--- src/rtl/rvf_pkg.sv ---
package rvf_pkg;
  // storage read style
  typedef enum logic {
    RD_COMB = 1'b0,
    RD_REG  = 1'b1
  } rd_mode_e;
endpackage

--- src/rtl/rvf_ptr.sv ---
module rvf_ptr #(
  parameter int DEPTH = 4,
  parameter int AW    = 2
) (
  input  logic          clk_i,
  input  logic          rst_ni,
  input  logic          clr_i,
  input  logic          adv_i,
  output logic [AW-1:0] ptr_o,
  output logic [AW-1:0] nxt_o
);
  localparam logic [AW-1:0] LAST = AW'(DEPTH - 1);

  logic [AW-1:0] ptr_q;

  always_comb begin
    if (clr_i)      nxt_o = '0;
    else if (adv_i) nxt_o = (ptr_q == LAST) ? '0 : ptr_q + 1'b1;
    else            nxt_o = ptr_q;
  end

  always_ff @(posedge clk_i or negedge rst_ni) begin
    if (!rst_ni) ptr_q <= '0;
    else         ptr_q <= nxt_o;
  end

  assign ptr_o = ptr_q;
endmodule

--- src/rtl/rvf_ctrl.sv ---
module rvf_ctrl #(
  parameter int DEPTH = 4,
  parameter int AW    = 2,
  parameter int CNT_W = 3
) (
  input  logic             clk_i,
  input  logic             rst_ni,
  input  logic             flush_i,
  input  logic             enq_valid_i,
  input  logic             deq_ready_i,
  output logic             enq_ready_o,
  output logic             deq_valid_o,
  output logic             wr_en_o,
  output logic [AW-1:0]    waddr_o,
  output logic [AW-1:0]    raddr_o,
  output logic [AW-1:0]    raddr_nxt_o,
  output logic [CNT_W-1:0] count_o
);
  localparam logic [CNT_W-1:0] DEPTH_C = CNT_W'(DEPTH);

  logic          enq_fire, deq_fire;
  logic          maybe_full_q;
  logic          ptr_eq;
  logic [AW-1:0] wptr, rptr, wptr_nxt;
  logic [CNT_W-1:0] w_ext, r_ext;

  assign ptr_eq      = (wptr == rptr);
  assign enq_ready_o = !(ptr_eq && maybe_full_q);
  assign deq_valid_o = !(ptr_eq && !maybe_full_q);
  assign enq_fire    = enq_valid_i && enq_ready_o;
  assign deq_fire    = deq_ready_i && deq_valid_o;

  rvf_ptr #(.DEPTH(DEPTH), .AW(AW)) u_wptr (
    .clk_i (clk_i),
    .rst_ni(rst_ni),
    .clr_i (flush_i),
    .adv_i (enq_fire),
    .ptr_o (wptr),
    .nxt_o (wptr_nxt)
  );

  rvf_ptr #(.DEPTH(DEPTH), .AW(AW)) u_rptr (
    .clk_i (clk_i),
    .rst_ni(rst_ni),
    .clr_i (flush_i),
    .adv_i (deq_fire),
    .ptr_o (rptr),
    .nxt_o (raddr_nxt_o)
  );

  // wptr == rptr is ambiguous; this bit separates full from empty
  always_ff @(posedge clk_i or negedge rst_ni) begin
    if (!rst_ni)                   maybe_full_q <= 1'b0;
    else if (flush_i)              maybe_full_q <= 1'b0;
    else if (enq_fire != deq_fire) maybe_full_q <= enq_fire;
  end

  assign w_ext = CNT_W'(wptr);
  assign r_ext = CNT_W'(rptr);

  always_comb begin
    if (ptr_eq)              count_o = maybe_full_q ? DEPTH_C : '0;
    else if (w_ext > r_ext)  count_o = w_ext - r_ext;
    else                     count_o = DEPTH_C - r_ext + w_ext;
  end

  assign wr_en_o = enq_fire;
  assign waddr_o = wptr;
  assign raddr_o = rptr;

  logic unused_nxt;
  assign unused_nxt = ^wptr_nxt;
endmodule

--- src/rtl/rvf_store.sv ---
module rvf_store #(
  parameter int               DATA_W  = 8,
  parameter int               DEPTH   = 4,
  parameter int               AW      = 2,
  parameter rvf_pkg::rd_mode_e RD_MODE = rvf_pkg::RD_COMB
) (
  input  logic              clk_i,
  input  logic              rst_ni,
  input  logic              wr_en_i,
  input  logic [AW-1:0]     waddr_i,
  input  logic [DATA_W-1:0] wdata_i,
  input  logic [AW-1:0]     raddr_i,
  input  logic [AW-1:0]     raddr_nxt_i,
  output logic [DATA_W-1:0] rdata_o
);
  logic [DATA_W-1:0] mem_q [DEPTH];

  always_ff @(posedge clk_i) begin
    if (wr_en_i) mem_q[waddr_i] <= wdata_i;
  end

  generate
    if (RD_MODE == rvf_pkg::RD_REG) begin : g_reg_rd
      logic [DATA_W-1:0] head_q;
      // prefetch next head; forward a write landing in that slot
      always_ff @(posedge clk_i or negedge rst_ni) begin
        if (!rst_ni)                             head_q <= '0;
        else if (wr_en_i && waddr_i == raddr_nxt_i) head_q <= wdata_i;
        else                                     head_q <= mem_q[raddr_nxt_i];
      end
      assign rdata_o = head_q;
      logic unused_raddr;
      assign unused_raddr = ^raddr_i;
    end else begin : g_comb_rd
      assign rdata_o = mem_q[raddr_i];
      logic unused_nxt;
      assign unused_nxt = ^raddr_nxt_i;
    end
  endgenerate
endmodule

--- src/rtl/rvf_queue.sv ---
module rvf_queue #(
  parameter int                DATA_W  = 8,
  parameter int                DEPTH   = 4,
  parameter rvf_pkg::rd_mode_e RD_MODE = rvf_pkg::RD_COMB,
  localparam int               AW      = (DEPTH > 1) ? $clog2(DEPTH) : 1,
  localparam int               CNT_W   = $clog2(DEPTH + 1)
) (
  input  logic              clk_i,
  input  logic              rst_ni,
  input  logic              flush_i,
  input  logic              enq_valid_i,
  output logic              enq_ready_o,
  input  logic [DATA_W-1:0] enq_data_i,
  output logic              deq_valid_o,
  input  logic              deq_ready_i,
  output logic [DATA_W-1:0] deq_data_o,
  output logic [CNT_W-1:0]  count_o
);
  logic          wr_en;
  logic [AW-1:0] waddr, raddr, raddr_nxt;

  rvf_ctrl #(.DEPTH(DEPTH), .AW(AW), .CNT_W(CNT_W)) u_ctrl (
    .clk_i      (clk_i),
    .rst_ni     (rst_ni),
    .flush_i    (flush_i),
    .enq_valid_i(enq_valid_i),
    .deq_ready_i(deq_ready_i),
    .enq_ready_o(enq_ready_o),
    .deq_valid_o(deq_valid_o),
    .wr_en_o    (wr_en),
    .waddr_o    (waddr),
    .raddr_o    (raddr),
    .raddr_nxt_o(raddr_nxt),
    .count_o    (count_o)
  );

  rvf_store #(.DATA_W(DATA_W), .DEPTH(DEPTH), .AW(AW), .RD_MODE(RD_MODE)) u_store (
    .clk_i      (clk_i),
    .rst_ni     (rst_ni),
    .wr_en_i    (wr_en),
    .waddr_i    (waddr),
    .wdata_i    (enq_data_i),
    .raddr_i    (raddr),
    .raddr_nxt_i(raddr_nxt),
    .rdata_o    (deq_data_o)
  );
endmodule

--- config.mk ---
export PLATFORM = sky130hd
export DESIGN_NAME = rvf_queue
export DESIGN_NICKNAME = d
export VERILOG_FILES = /design/src/rtl/rvf_pkg.sv /design/src/rtl/rvf_ptr.sv /design/src/rtl/rvf_ctrl.sv /design/src/rtl/rvf_store.sv /design/src/rtl/rvf_queue.sv
export SDC_FILE = /design/constraint.sdc
export NUM_CORES = 1
export LEC_CHECK = 0
export BUFFER_PORTS_ARGS = -buffer_cell sky130_fd_sc_hd__buf_2
export CORE_MARGIN = 2
export CORE_UTILIZATION = 49
export CTS_CLUSTER_DIAMETER = 150
export DETAILED_ROUTE_END_ITERATION = 6
export PLACE_DENSITY = 0.81
export SYNTH_ARGS = -nofsm -noshare
export SYNTH_HDL_FRONTEND = slang
export SYNTH_HIERARCHICAL = 1
export SYNTH_SLANG_ARGS = --single-unit
--- constraint.sdc ---
create_clock -name clk_i -period 2.72 [get_ports clk_i]
set_input_delay 0.544 -clock clk_i [delete_from_list [all_inputs] [get_ports clk_i]]
set_output_delay 0.544 -clock clk_i [all_outputs]
set_load 0.01 [all_outputs]
==> impl_metrics.py <==
metrics = {
    "status": {
        "status": "complete, no violations",
    },
    "sta": {
        "setup-violations-final": 0,
        "tightest_slew_ps": 449,
        "fin_setup_tns_ps": 0,
        "report.final.hold_viol_count": 0,
        "finClkSkew_ps": 4.96,
        "max_freq_mhz": 419,
        "max_slew_margin": 0.700,
        "fin_crit_sh": 0.878,
        "final_max_slew_viol_count": 0,
        "rsz0062_at_grt": "no",
        "period_minus_slack_ps": 2390,
    },
    "final_layout": {
        "antenna_cells": 0,
        "utilization": 0.588,
        "drive_gt1_frac": 0.400,
        "design_area_sq_um": 1780,
        "finalNetCount": 133,
        "syn_to_final_growth_pct": 15.7,
    },
    "place": {
        "place_hpwl_mm": 1.88,
        "portBuffers": 25,
        "place.gp.congestion": 0.727,
        "dpl-instance-area_sq_um": 1730,
    },
    "floorplanning": {
        "fp.dieH_um": 60.0,
        "die_w_um": 60.0,
        "rows": 20,
        "die_area_sq_um": 3600,
        "ios": 26,
        "start_util": 0.508,
        "core_sq_um": 3030,
    },
    "worst_setup_path": {
        "cp_max_fo": 8,
        "cp-end-kind": "output port",
        "r2r-end": "u_store/mem_q[2][5]$_DFFE_PP_",
        "crit_path_start_kind": "flip-flop",
        "reg2reg_depth": 6,
        "max_stage_delay_ps": 460,
        "critPathTopFamily": "adder cells",
        "cp_cell_sequence": "inv_1 > ha_1 > inv_1 > fa_1 > and2_2 > buf_2",
        "cp.buffers_inverters": 3,
        "criticalPathCategory": "flip-flop to output port",
        "reg2reg_from": "u_ctrl/u_wptr/ptr_o[0]$_DFF_PN0_",
        "critPathMostFrequentCell": "inv_1",
        "cp.required_ps": 2180,
        "arrival_ps": 1840,
        "critPathSlowestCell": "dfrtp_1",
        "r2r_slack_ps": 560,
    },
    "detailed_routing": {
        "routed_wl_mm": 2.54,
        "top_layer_used": "met4",
        "met3WireLength_um": 107,
        "post-route-drc-count": 0,
        "via_per_inst": 5.13,
        "met2_length_mm": 1.33,
        "drtIter0Drc": 20,
        "wl_met1_mm": 1.03,
        "vias": 816,
        "ant_nets": 0,
        "wl_per_cell_um": 16.0,
        "drt_pre_antenna_iters": 4,
    },
    "clock_network": {
        "clk_path_buf_depth": 2,
        "cts_buffers": 5,
        "cts_num_sinks": 37,
        "clk_pin_slew_ps": 90,
        "clk_latency_ps": 330,
        "htreeDepth": 2,
        "cts_setup_buffers": 0,
        "clockRootBuffer": "clkbuf_4",
        "cts_tree": "yes",
    },
    "yosys": {
        "synthSimpleGateAreaFrac": 0.0740,
        "synth_top_family_by_area": "multiplexers",
        "synthAdderAreaFrac": 0.0455,
        "ys_ff_latch": 37,
        "synth_top_cell_area_share": 0.624,
        "synth_most_common_cell": "edfxtp_1",
        "yosys.area.top_type": "edfxtp_1",
        "synthTopCellsByArea": "edfxtp_1 (62%), mux4_2 (12%), dfrtp_1 (8.1%), ha_1 (3.3%), inv_1 (1.5%)",
        "yosysSeqAreaShare": 0.706,
        "synth_cells": 81,
        "netlist_area_sq_um": 1540,
        "synth_mux_area_frac": 0.130,
        "synth-compound-area-share": 0.0195,
        "ys_async_sr_fraction": 0.135,
        "synthXorXnorAreaFrac": 0,
        "synth_cell_type_count": 22,
        "syn-num-nets": 99,
        "synth_edf_count": 32,
        "yosys-top-cells-count": "edfxtp_1 (32), mux4_2 (8), inv_1 (6), dfrtp_1 (5), ha_1 (4)",
        "syn_area_per_cell_sq_um": 19.0,
        "synth_warnings": 6,
        "synthFlopType": "edfxtp_1",
    },
    "power_and_ir_drop": {
        "clockPowerShare": 0.210,
        "leakage_uw": 0.000683,
        "p_sw_uw": 310,
        "swShare": 0.259,
        "p_int_uw": 886,
        "cellPowerDensity_nw_per_um2": 672,
        "total_power_uw": 1200,
        "vdd_drop_max_mv": 0.329,
        "combPwrFrac": 0.226,
        "power_frac_seq": 0.564,
    },
    "worst_hold_path": {
        "worstHoldPathType": "input port to flip-flop",
        "holdPathStages": 1,
        "min_to": "u_store/mem_q[1][0]$_DFFE_PP_",
        "worstHoldStart": "enq_data_i[0]",
    },
    "grt": {
        "grt_usage": 0.178,
        "grt_remaining_overflow": 0,
        "grt_pass1_wl_mm": 4.31,
        "grt_max_degree": 12,
        "grt_pass1_vias": 918,
        "antenna_found_initial": 0,
    },
    "job": {
        "drv_cap": 0,
    },
}
## cell usage in the layout, fill, tap and decap left out, types with 2 or more instances in the layout
| cell | count |
|---|---|
| clkbuf_4 | 5 |
| nand2b_1 | 2 |
| mux2i_1 | 2 |
| buf_4 | 3 |
| edfxtp_1 | 32 |
| nand2_1 | 2 |
| dfrtp_1 | 5 |
| a21oi_1 | 3 |
| and2_2 | 2 |
| nor2_1 | 2 |
| and3b_1 | 2 |
| inv_1 | 6 |
| or3b_1 | 2 |
| buf_2 | 25 |
| mux4_2 | 8 |
| ha_1 | 4 |
## power by group through the flow
stage | logic [uW] | registers (uW) | clock network, uW
3_5_place_dp | 273 | 688 | 0
3_3_place_gp | 263 | 685 | 0
6_report | 270 | 675 | 251
5_1_grt | 301 | 679 | 286
2_1_floorplan | 179 | 685 | 0
4_1_cts | 277 | 676 | 263
## cells by family after synthesis
group	count (synthesis)
flip-flops	37
AND/OR/NAND/NOR	17
multiplexers	10
buffers and inverters	8
adder cells (fa/ha/maj)	5
AO/OA/AOI/OAI	4
## how the worst max path moves through the flow
stage,slack (ps),endpoint,from,depth (start not counted)
after floorplan,340,u_store/mem_q[0][0]$_DFFE_PP_,u_ctrl/u_wptr/ptr_o[1]$_DFF_PN0_,5
after global placement,680,u_store/mem_q[2][5]$_DFFE_PP_,u_ctrl/u_wptr/ptr_o[1]$_DFF_PN0_,5
after detailed placement,570,u_store/mem_q[2][4]$_DFFE_PP_,u_ctrl/u_wptr/ptr_o[0]$_DFF_PN0_,6
after CTS,300,count_o[1],u_ctrl/u_wptr/ptr_o[0]$_DFF_PN0_,6
after global routing,230,count_o[1],u_ctrl/u_wptr/ptr_o[0]$_DFF_PN0_,6
final,330,count_o[1],u_ctrl/u_wptr/ptr_o[0]$_DFF_PN0_,6
## metal layers
| metal | vias up | GRT usage |
|---|---|---|
| met5 | - | 0 |
| met4 | 0 | 0.0952 |
| met3 | 6 | 0.0519 |
| met2 | 24 | 0.297 |
| met1 | 411 | 0.207 |
| li1 | 375 | - |
## metrics by stage
| stage | instances | hold slack, ps | worst slack, ps |
|---|---|---|---|
| 4_1_cts | 159 | 413 | 304 |
| 5_1_grt | 159 | 404 | 229 |
| 3_5_place_dp | 151 | 365 | 571 |
| 2_1_floorplan | 81 | 248 | 336 |
| 3_3_place_gp | 151 | 367 | 681 |
| 6_report | 159 | 431 | 331 |
## what timing repair did
action	CTS	global route
hold buffers	1	0
gates resized for setup	0	0
setup endpoints to repair	0	0
endpoints found under the hold margin	5	0
## area by class of cell
class	instances	area, sq um
Inverter	6	22.5
Multi-Input combinational cell	36	414
Sequential cell	37	1090
Clock inverter	1	3.75
Tap cell	44	55.1
Fill cell	241	1250
Clock buffer	6	41.3
Timing Repair Buffer	29	158
## state kept, by name, indices dropped and copies added, names as in the netlist
name                 cells
u_ctrl/maybe_full_q      1
u_ctrl/u_rptr/ptr_o      2
u_ctrl/u_wptr/ptr_o      2
u_store/mem_q           32
Power figures use the tool's default switching activity.
